`src/rtl/pwm_flag_pkg.sv`:
```
package pwm_flag_pkg;
  localparam int REG_W       = 8;
  localparam int RAMP_W      = 2;
  localparam int BIT_ACT_B   = 7;
  localparam int BIT_ACT_A   = 6;
  localparam int BIT_SYNC    = 5;
  localparam int BIT_EVT_B   = 4;
  localparam int BIT_EVT_A   = 3;
  localparam int BIT_RAMP_LO = 1;
  localparam int BIT_EOC     = 0;
  // bits cleared by write-one
  localparam logic [REG_W-1:0] STICKY_MASK = 8'b1111_1001;
  // bits that may request an interrupt
  localparam logic [REG_W-1:0] IRQ_MASK    = 8'b0011_1001;
endpackage

```
`src/rtl/pwm_flag_rstsync.sv`:
```
module pwm_flag_rstsync #(
  parameter int STAGES = 2
) (
  input  logic clk,
  input  logic rst_n,
  output logic rst_sync_n
);
  logic [STAGES-1:0] stage_q;
  logic [STAGES-1:0] stage_d;

  always_comb begin
    stage_d = {stage_q[STAGES-2:0], 1'b1};
  end

  always_ff @(posedge clk or negedge rst_n) begin
    if (!rst_n) stage_q <= '0;
    else        stage_q <= stage_d;
  end

  assign rst_sync_n = stage_q[STAGES-1];
endmodule

```
`src/rtl/pwm_flag_edge.sv`:
```
module pwm_flag_edge #(
  parameter int N = 2
) (
  input  logic         clk,
  input  logic         rst_n,
  input  logic [N-1:0] sig,
  output logic [N-1:0] toggled
);
  for (genvar i = 0; i < N; i++) begin : g_det
    logic prev_q;
    logic prev_d;

    always_comb begin
      prev_d = sig[i];
    end

    always_ff @(posedge clk or negedge rst_n) begin
      if (!rst_n) prev_q <= 1'b0;
      else        prev_q <= prev_d;
    end

    assign toggled[i] = sig[i] ^ prev_q;
  end
endmodule

```
`src/rtl/pwm_flag_sync.sv`:
```
module pwm_flag_sync #(
  parameter int NUM_CHAN = 3,
  parameter int CHAN_IDX = 0
) (
  input  logic [NUM_CHAN-1:0] eoc_vec,
  input  logic                auto_run,
  output logic                eoc_self,
  output logic                sync_err
);
  localparam int MASTER_IDX = (CHAN_IDX == 0) ? NUM_CHAN - 1 : CHAN_IDX - 1;

  logic eoc_master;

  always_comb begin
    eoc_self   = eoc_vec[CHAN_IDX];
    eoc_master = eoc_vec[MASTER_IDX];
    sync_err   = auto_run & (eoc_self ^ eoc_master);
  end
endmodule

```
`src/rtl/pwm_flag_sticky.sv`:
```
module pwm_flag_sticky (
  input  logic clk,
  input  logic rst_n,
  input  logic set_i,
  input  logic clr_i,
  output logic q
);
  logic q_d;

  // set has priority over a clear in the same clock
  always_comb begin
    q_d = set_i | (q & ~clr_i);
  end

  always_ff @(posedge clk or negedge rst_n) begin
    if (!rst_n) q <= 1'b0;
    else        q <= q_d;
  end
endmodule

```
`src/rtl/pwm_flag_reg.sv`:
```
module pwm_flag_reg
  import pwm_flag_pkg::*;
#(
  parameter int NUM_CHAN = 3,
  parameter int CHAN_IDX = 0
) (
  input  logic                clk,
  input  logic                rst_n,
  input  logic                pwm_out_a,
  input  logic                pwm_out_b,
  input  logic [NUM_CHAN-1:0] eoc_vec,
  input  logic                auto_run,
  input  logic                evt_a,
  input  logic                evt_b,
  input  logic [1:0]          ramp_idx,
  input  logic                wr_en,
  input  logic [7:0]          wr_data,
  input  logic [7:0]          irq_en,
  output logic [7:0]          rd_data,
  output logic                irq
);
  logic             rst_sync_n;
  logic [1:0]       toggled;
  logic             eoc_self;
  logic             sync_err;
  logic [REG_W-1:0] set_vec;
  logic [REG_W-1:0] clr_vec;
  logic [REG_W-1:0] flags;
  logic [RAMP_W-1:0] ramp_q;
  logic [RAMP_W-1:0] ramp_d;
  logic             ramp_cap;

  pwm_flag_rstsync #(.STAGES(2)) u_rst (
    .clk        (clk),
    .rst_n      (rst_n),
    .rst_sync_n (rst_sync_n)
  );

  pwm_flag_edge #(.N(2)) u_edge (
    .clk     (clk),
    .rst_n   (rst_sync_n),
    .sig     ({pwm_out_b, pwm_out_a}),
    .toggled (toggled)
  );

  pwm_flag_sync #(.NUM_CHAN(NUM_CHAN), .CHAN_IDX(CHAN_IDX)) u_sync (
    .eoc_vec  (eoc_vec),
    .auto_run (auto_run),
    .eoc_self (eoc_self),
    .sync_err (sync_err)
  );

  always_comb begin
    set_vec              = '0;
    set_vec[BIT_ACT_B]   = toggled[1];
    set_vec[BIT_ACT_A]   = toggled[0];
    set_vec[BIT_SYNC]    = sync_err;
    set_vec[BIT_EVT_B]   = evt_b;
    set_vec[BIT_EVT_A]   = evt_a;
    set_vec[BIT_EOC]     = eoc_self;
    clr_vec              = wr_en ? (wr_data & STICKY_MASK) : '0;
  end

  for (genvar i = 0; i < REG_W; i++) begin : g_bit
    if (STICKY_MASK[i]) begin : g_sticky
      pwm_flag_sticky u_flag (
        .clk   (clk),
        .rst_n (rst_sync_n),
        .set_i (set_vec[i]),
        .clr_i (clr_vec[i]),
        .q     (flags[i])
      );
    end else begin : g_ramp
      assign flags[i] = ramp_q[i - BIT_RAMP_LO];
    end
  end

  // ramp index latch, one capture even if both events fire
  always_comb begin
    ramp_cap = evt_a | evt_b;
    ramp_d   = ramp_cap ? ramp_idx : ramp_q;
  end

  always_ff @(posedge clk or negedge rst_sync_n) begin
    if (!rst_sync_n) ramp_q <= '0;
    else             ramp_q <= ramp_d;
  end

  assign rd_data = flags;
  assign irq     = |(flags & irq_en & IRQ_MASK);
endmodule

```
`config.mk`:
```
export PLATFORM = sky130hd
export DESIGN_NAME = pwm_flag_reg
export DESIGN_NICKNAME = d
export VERILOG_FILES = /design/src/rtl/pwm_flag_pkg.sv /design/src/rtl/pwm_flag_rstsync.sv /design/src/rtl/pwm_flag_edge.sv /design/src/rtl/pwm_flag_sync.sv /design/src/rtl/pwm_flag_sticky.sv /design/src/rtl/pwm_flag_reg.sv
export SDC_FILE = /design/constraint.sdc
export NUM_CORES = 1
export LEC_CHECK = 0
export BUFFER_PORTS_ARGS = -buffer_cell sky130_fd_sc_hd__buf_4
export CORE_MARGIN = 4
export CORE_UTILIZATION = 33
export CTS_CLUSTER_DIAMETER = 150
export DETAILED_ROUTE_END_ITERATION = 10
export PLACE_DENSITY = 0.71
export SKIP_CTS_REPAIR_TIMING = 1
export SYNTH_ARGS = -nofsm -noshare
export SYNTH_HDL_FRONTEND = slang
export SYNTH_SLANG_ARGS = --single-unit
```
`constraint.sdc`:
```
create_clock -name clk -period 0.8 [get_ports clk]
set_input_delay 0 -clock clk [delete_from_list [all_inputs] [get_ports clk]]
set_output_delay 0 -clock clk [all_outputs]
set_load 0.01 [all_outputs]
```
After elaboration in Yosys (flattened, before gate mapping)
Index checks and enable logic that the tools add are counted.

Muxes and demuxes: 1. Bitwise operators: 24. Reductions and logical operators: 1.

Operators by type and width (count): 8-bit 2-to-1 mux (1); 1-bit bitwise AND (7); 1-bit OR (7); 6-bit bitwise AND (1); 1-bit inverter (6); 4-bit OR reduction (1); 1-bit bitwise XOR (3).

Bits in registers: 12. Bits of input ports: 29. Output and inout bits: 9. Logic and storage cells: 36.

Logic depth before layout (Yosys ltp)
Depth after elaboration: 4. Gate-level depth with buffers: 2. Gate-level depth less buffers: 2.

Hierarchy
From an unflattened synthesis, not the netlist that was laid out.

Cells, all modules: 42. Area total of the unflattened synthesis: 504.2 um^2.

By module, submodules not included: pwm_flag_sticky (times used 6, cells an instance 3, area each 36.3 um^2, seq. area each 25.0 um^2); pwm_flag_reg (times used 1, cells an instance 14, area each 142.6 um^2, seq. area each 50.0 um^2); pwm_flag_edge (times used 1, cells an instance 4, area each 67.6 um^2, seq. area each 50.0 um^2); pwm_flag_rstsync (times used 1, cells an instance 3, area each 53.8 um^2, seq. area each 50.0 um^2); pwm_flag_sync (times used 1, cells an instance 3, area each 22.5 um^2, seq. area each 0.0 um^2).

Worst setup path before layout
Ideal clock, no wire load.

Path kind: register to register. From: register ramp_q[0] (netlist name). To: register ramp_q[0]. Library setup time: 0.125 ns. Data arrival time: 0.644 ns. Data required time: 0.675 ns. Slack: 0.031 ns. Stages on the path, launching flop included: 2. Buffers on the path: 0. Period minus slack after synthesis: 0.769 ns. Cells stage by stage: dfrtp_1 mux2_4.

RTL lines: to (signal assigned) (line pwm_flag_reg.sv:86) `else ramp_q <= ramp_d;`; to (decl) (line pwm_flag_reg.sv:29) `logic [RAMP_W-1:0] ramp_q;`.

Final worst setup path
From: register g_bit[3].g_sticky.u_flag.q. To: output port irq.

Longest elaborated chain between the ends: 2.

Ends and longest elaborated chain: from (decl) (line pwm_flag_sticky.sv:6) `output logic q`; from (signal assigned) (line pwm_flag_sticky.sv:17) `else q <= q_d;`; 6-bit bitwise AND (line pwm_flag_reg.sv:90) `assign irq = |(flags & irq_en & IRQ_MASK);`; 4-bit OR reduction (line pwm_flag_reg.sv:90); to (decl) (line pwm_flag_reg.sv:20) `output logic irq`.

No other way between the ends.

==> impl_results.md <==
* Path type of the worst setup path: flop to output port
* Seq/Total Area, Yosys at 60.2%
* Peak VDD IR at 0.00192 V
* Final-layout fill cell count at 115
* Total half-perimeter wirelength after legalization and detailed placement at 828 um
* Final net count at 110
* Worst setup skew after layout at 0.000804 ns
* Global-route wire length before repair at 1420 um
* Wire length on met2 at 648 um
* Reg-to-reg startpoint: g_bit[5].g_sticky.u_flag.q
* Detail-routed net length per standard cell at 12.5 um
* Post-route minimum period at 1.02 ns
* Placed cells at 79
* IO Count at 38
* Highest Signal Layer: met3
* Critical Path Source: g_bit[3].g_sticky.u_flag.q
* Residual antenna-violating net count after detailed routing at 0
* Destination of the critical timing path: irq
* Maximum clock insertion buffer count at 2
* Area growth from synthesis to layout at 76.9%
* Number of port buffers at 30
* GRT Total Usage at 9.52%
* Count of warnings emitted by yosys at 0
* Path depth of the worst reg2reg path at 2
* Commonest cells after routing, fill and taps aside: buf_4 (26), dfrtp_1 (12), dlygate4sd3_1 (9)
* Critical path capture point type: output port
* Global route total overflow at 0
* Worst hold slack across all endpoints at 0.0164 ns
* Die span in x at 46.9 um
* # DRC at 0
* Clock latency at the later pin of the worst-skew pair at 0.26 ns
* Core region area at 0.00137 mm^2
* Unrepaired setup endpoints after global routing: true
* Register area at 300 um^2
* Flop-to-flop setup slack at -0.03 ns
* Total number of vias at 428
* Combinational family with the most area after synthesis: compound AO/OA/AOI/OAI gates
* Average size of a mapped cell at 12.5 um^2
* Commonest non-fill, non-tap cell in the layout: buf_4
* Fraction of layout instances using a drive strength above 1 at 52.5%
* Synthesized-area fraction occupied by ao, oa, aoi and oai cells at 12.3%
* Max Cap Violations at 0
* Highest net fanout along the worst path at 2
* Post-synthesis instance area at 499 um^2
* Post-synthesis sequential element count at 12
* Maximum number of pins on one net before global-route repair at 11
* Static leakage power at 0.433 nW
* Setup slack of the critical path after layout at -0.215 ns
* Post-synthesis simple-gate area fraction at 6.52%
* Final worst path period share at 127%
* Vert. Die Dim at 46.9 um
* Standard-cell rows at 13
* CTS Root Buffer Type: clkbuf_4
* Setup_tns at -0.569 ns
* Number of DRC markers after the initial detailed-route iteration at 0
* Num CTS Buffers at 3
* Portion of netlist area occupied by mux cells at 6.02%
* Total Power Consumption at 0.00149 W
* Max-slew violation count at 0
* Amount of wire on met3 after detailed routing at 152 um
* Clock slew seen by the registers of the worst setup and hold paths at 0.07 ns
* Vias in the first global route at 359
* Clock Sinks at 12
* Count of endpoints failing setup in the final report at 6
* HP Class: primary input to flop
* Status: complete, but fails checks
* Sort of element at the start of the critical path: flop
* Non-filler instance count after layout at 95
* Post-synthesis xor/xnor area fraction at 5.26%
* Worst endpoint data arrival time at 1.02 ns
* Power density over the cells at 1680 mW/mm^2
* Final Util at 64.7%
* 1st-pass router iterations at 1
* Vias per std cell at 4.51
* Number of antenna violations at the first check in global routing at 0
* Adder and majority gate portion of the synthesized area at 0%
* Max Fclk at 985 MHz
* Worst reg2reg path endpoint: g_bit[5].g_sticky.u_flag.q
* Final hold viol count at 0
* Die Area at 0.00220 mm^2
* Instance count of the mapped netlist at 40
* Met1 routed wirelength after detailed routing at 389 um
* TritonCTS clock tree: built
* Count of H-tree levels built during CTS at 1
* Total area of multi-input combinational cells at 164 um^2
* Routed wire length at 1190 um
* Violations in the final reports: setup timing
* Placer Congestion at 0.641
* Synthesized Nets at 69
* Post-synth cell types at 10
* CP Data Required Time at 0.80 ns
* Ant diodes at 0
* Initial core utilization at 36.5%
[cells in the mapped netlist]
cell type / number / share of area (%)
nand2_1: 7 / 5.3
a21o_1: 5 / 7.5
conb_1: 1 / 0.75
a22o_1: 1 / 1.8
dfrtp_1: 12 / 60
nor2_2: 1 / 1.3
xor2_1: 3 / 5.3
buf_4: 6 / 9.0
a22oi_1: 2 / 3.0
mux2_4: 2 / 6.0
[cells by family after synthesis]
logic type	count (synthesis)
and+or+nand+nor	8
other	1
buffers and inverters	6
muxes	2
xor gates and xnor gates	3
DFF	12
AOI/OAI and AO/OA	8
[power breakdown]
part	switching (W)	internal [W]	leakage, nW
Clock	0.000188	0.000276	0.0210
Sequential	0.0000415	0.000653	0.131
Combinational	0.000101	0.000229	0.281
[metrics by stage]
stage	cell area [um^2]	worst slack, ns
4_1_cts	734	-0.272
3_5_place_dp	698	0.0148
2_1_floorplan	499	0.0306
6_report	883	-0.215
5_1_grt	883	-0.308
3_3_place_gp	698	0.0316
[flip-flops by register name, indices dropped and copies added (netlist names)]
register	flops
ramp_q	2
u_edge.g_det.prev_q	2
u_rst.stage_q	2
g_bit.g_sticky.u_flag.q	6
[worst min path at each step]
stage / start / endpoint / slack (ns) / depth (start not counted)
floorplan: rst_n / u_rst.stage_q[0] / -0.30 / 0
global placement: rst_n / u_rst.stage_q[0] / -0.22 / 1
detailed placement: rst_n / u_rst.stage_q[0] / -0.22 / 1
CTS: rst_n / u_rst.stage_q[1] / -0.52 / 1
global route: wr_data[4] / g_bit[4].g_sticky.u_flag.q / 0.006 / 3
finish: wr_data[3] / g_bit[3].g_sticky.u_flag.q / 0.02 / 3
[layout make-up]
| class | instances | share of cell area [%] |
|---|---|---|
| flip-flops and latches | 12 | 34.0 |
| well taps | 15 | 2.12 |
| multi-input cells | 22 | 18.6 |
| repair buffers | 42 | 41.2 |
| clock buffers | 4 | 4.11 |
[layer usage]
metal	track usage (%)	vias up
li1	-	205
met1	9.52	203
met2	16.8	20
met3	7.28	0
met4	0	0
met5	0	-
[critical path, stage by stage (launching register included)]
cell	delay, ns
dfrtp_1	0.40
a22oi_2	0.15
nand2_1	0.08
buf_6	0.12
(Power assumes the default switching activity.)
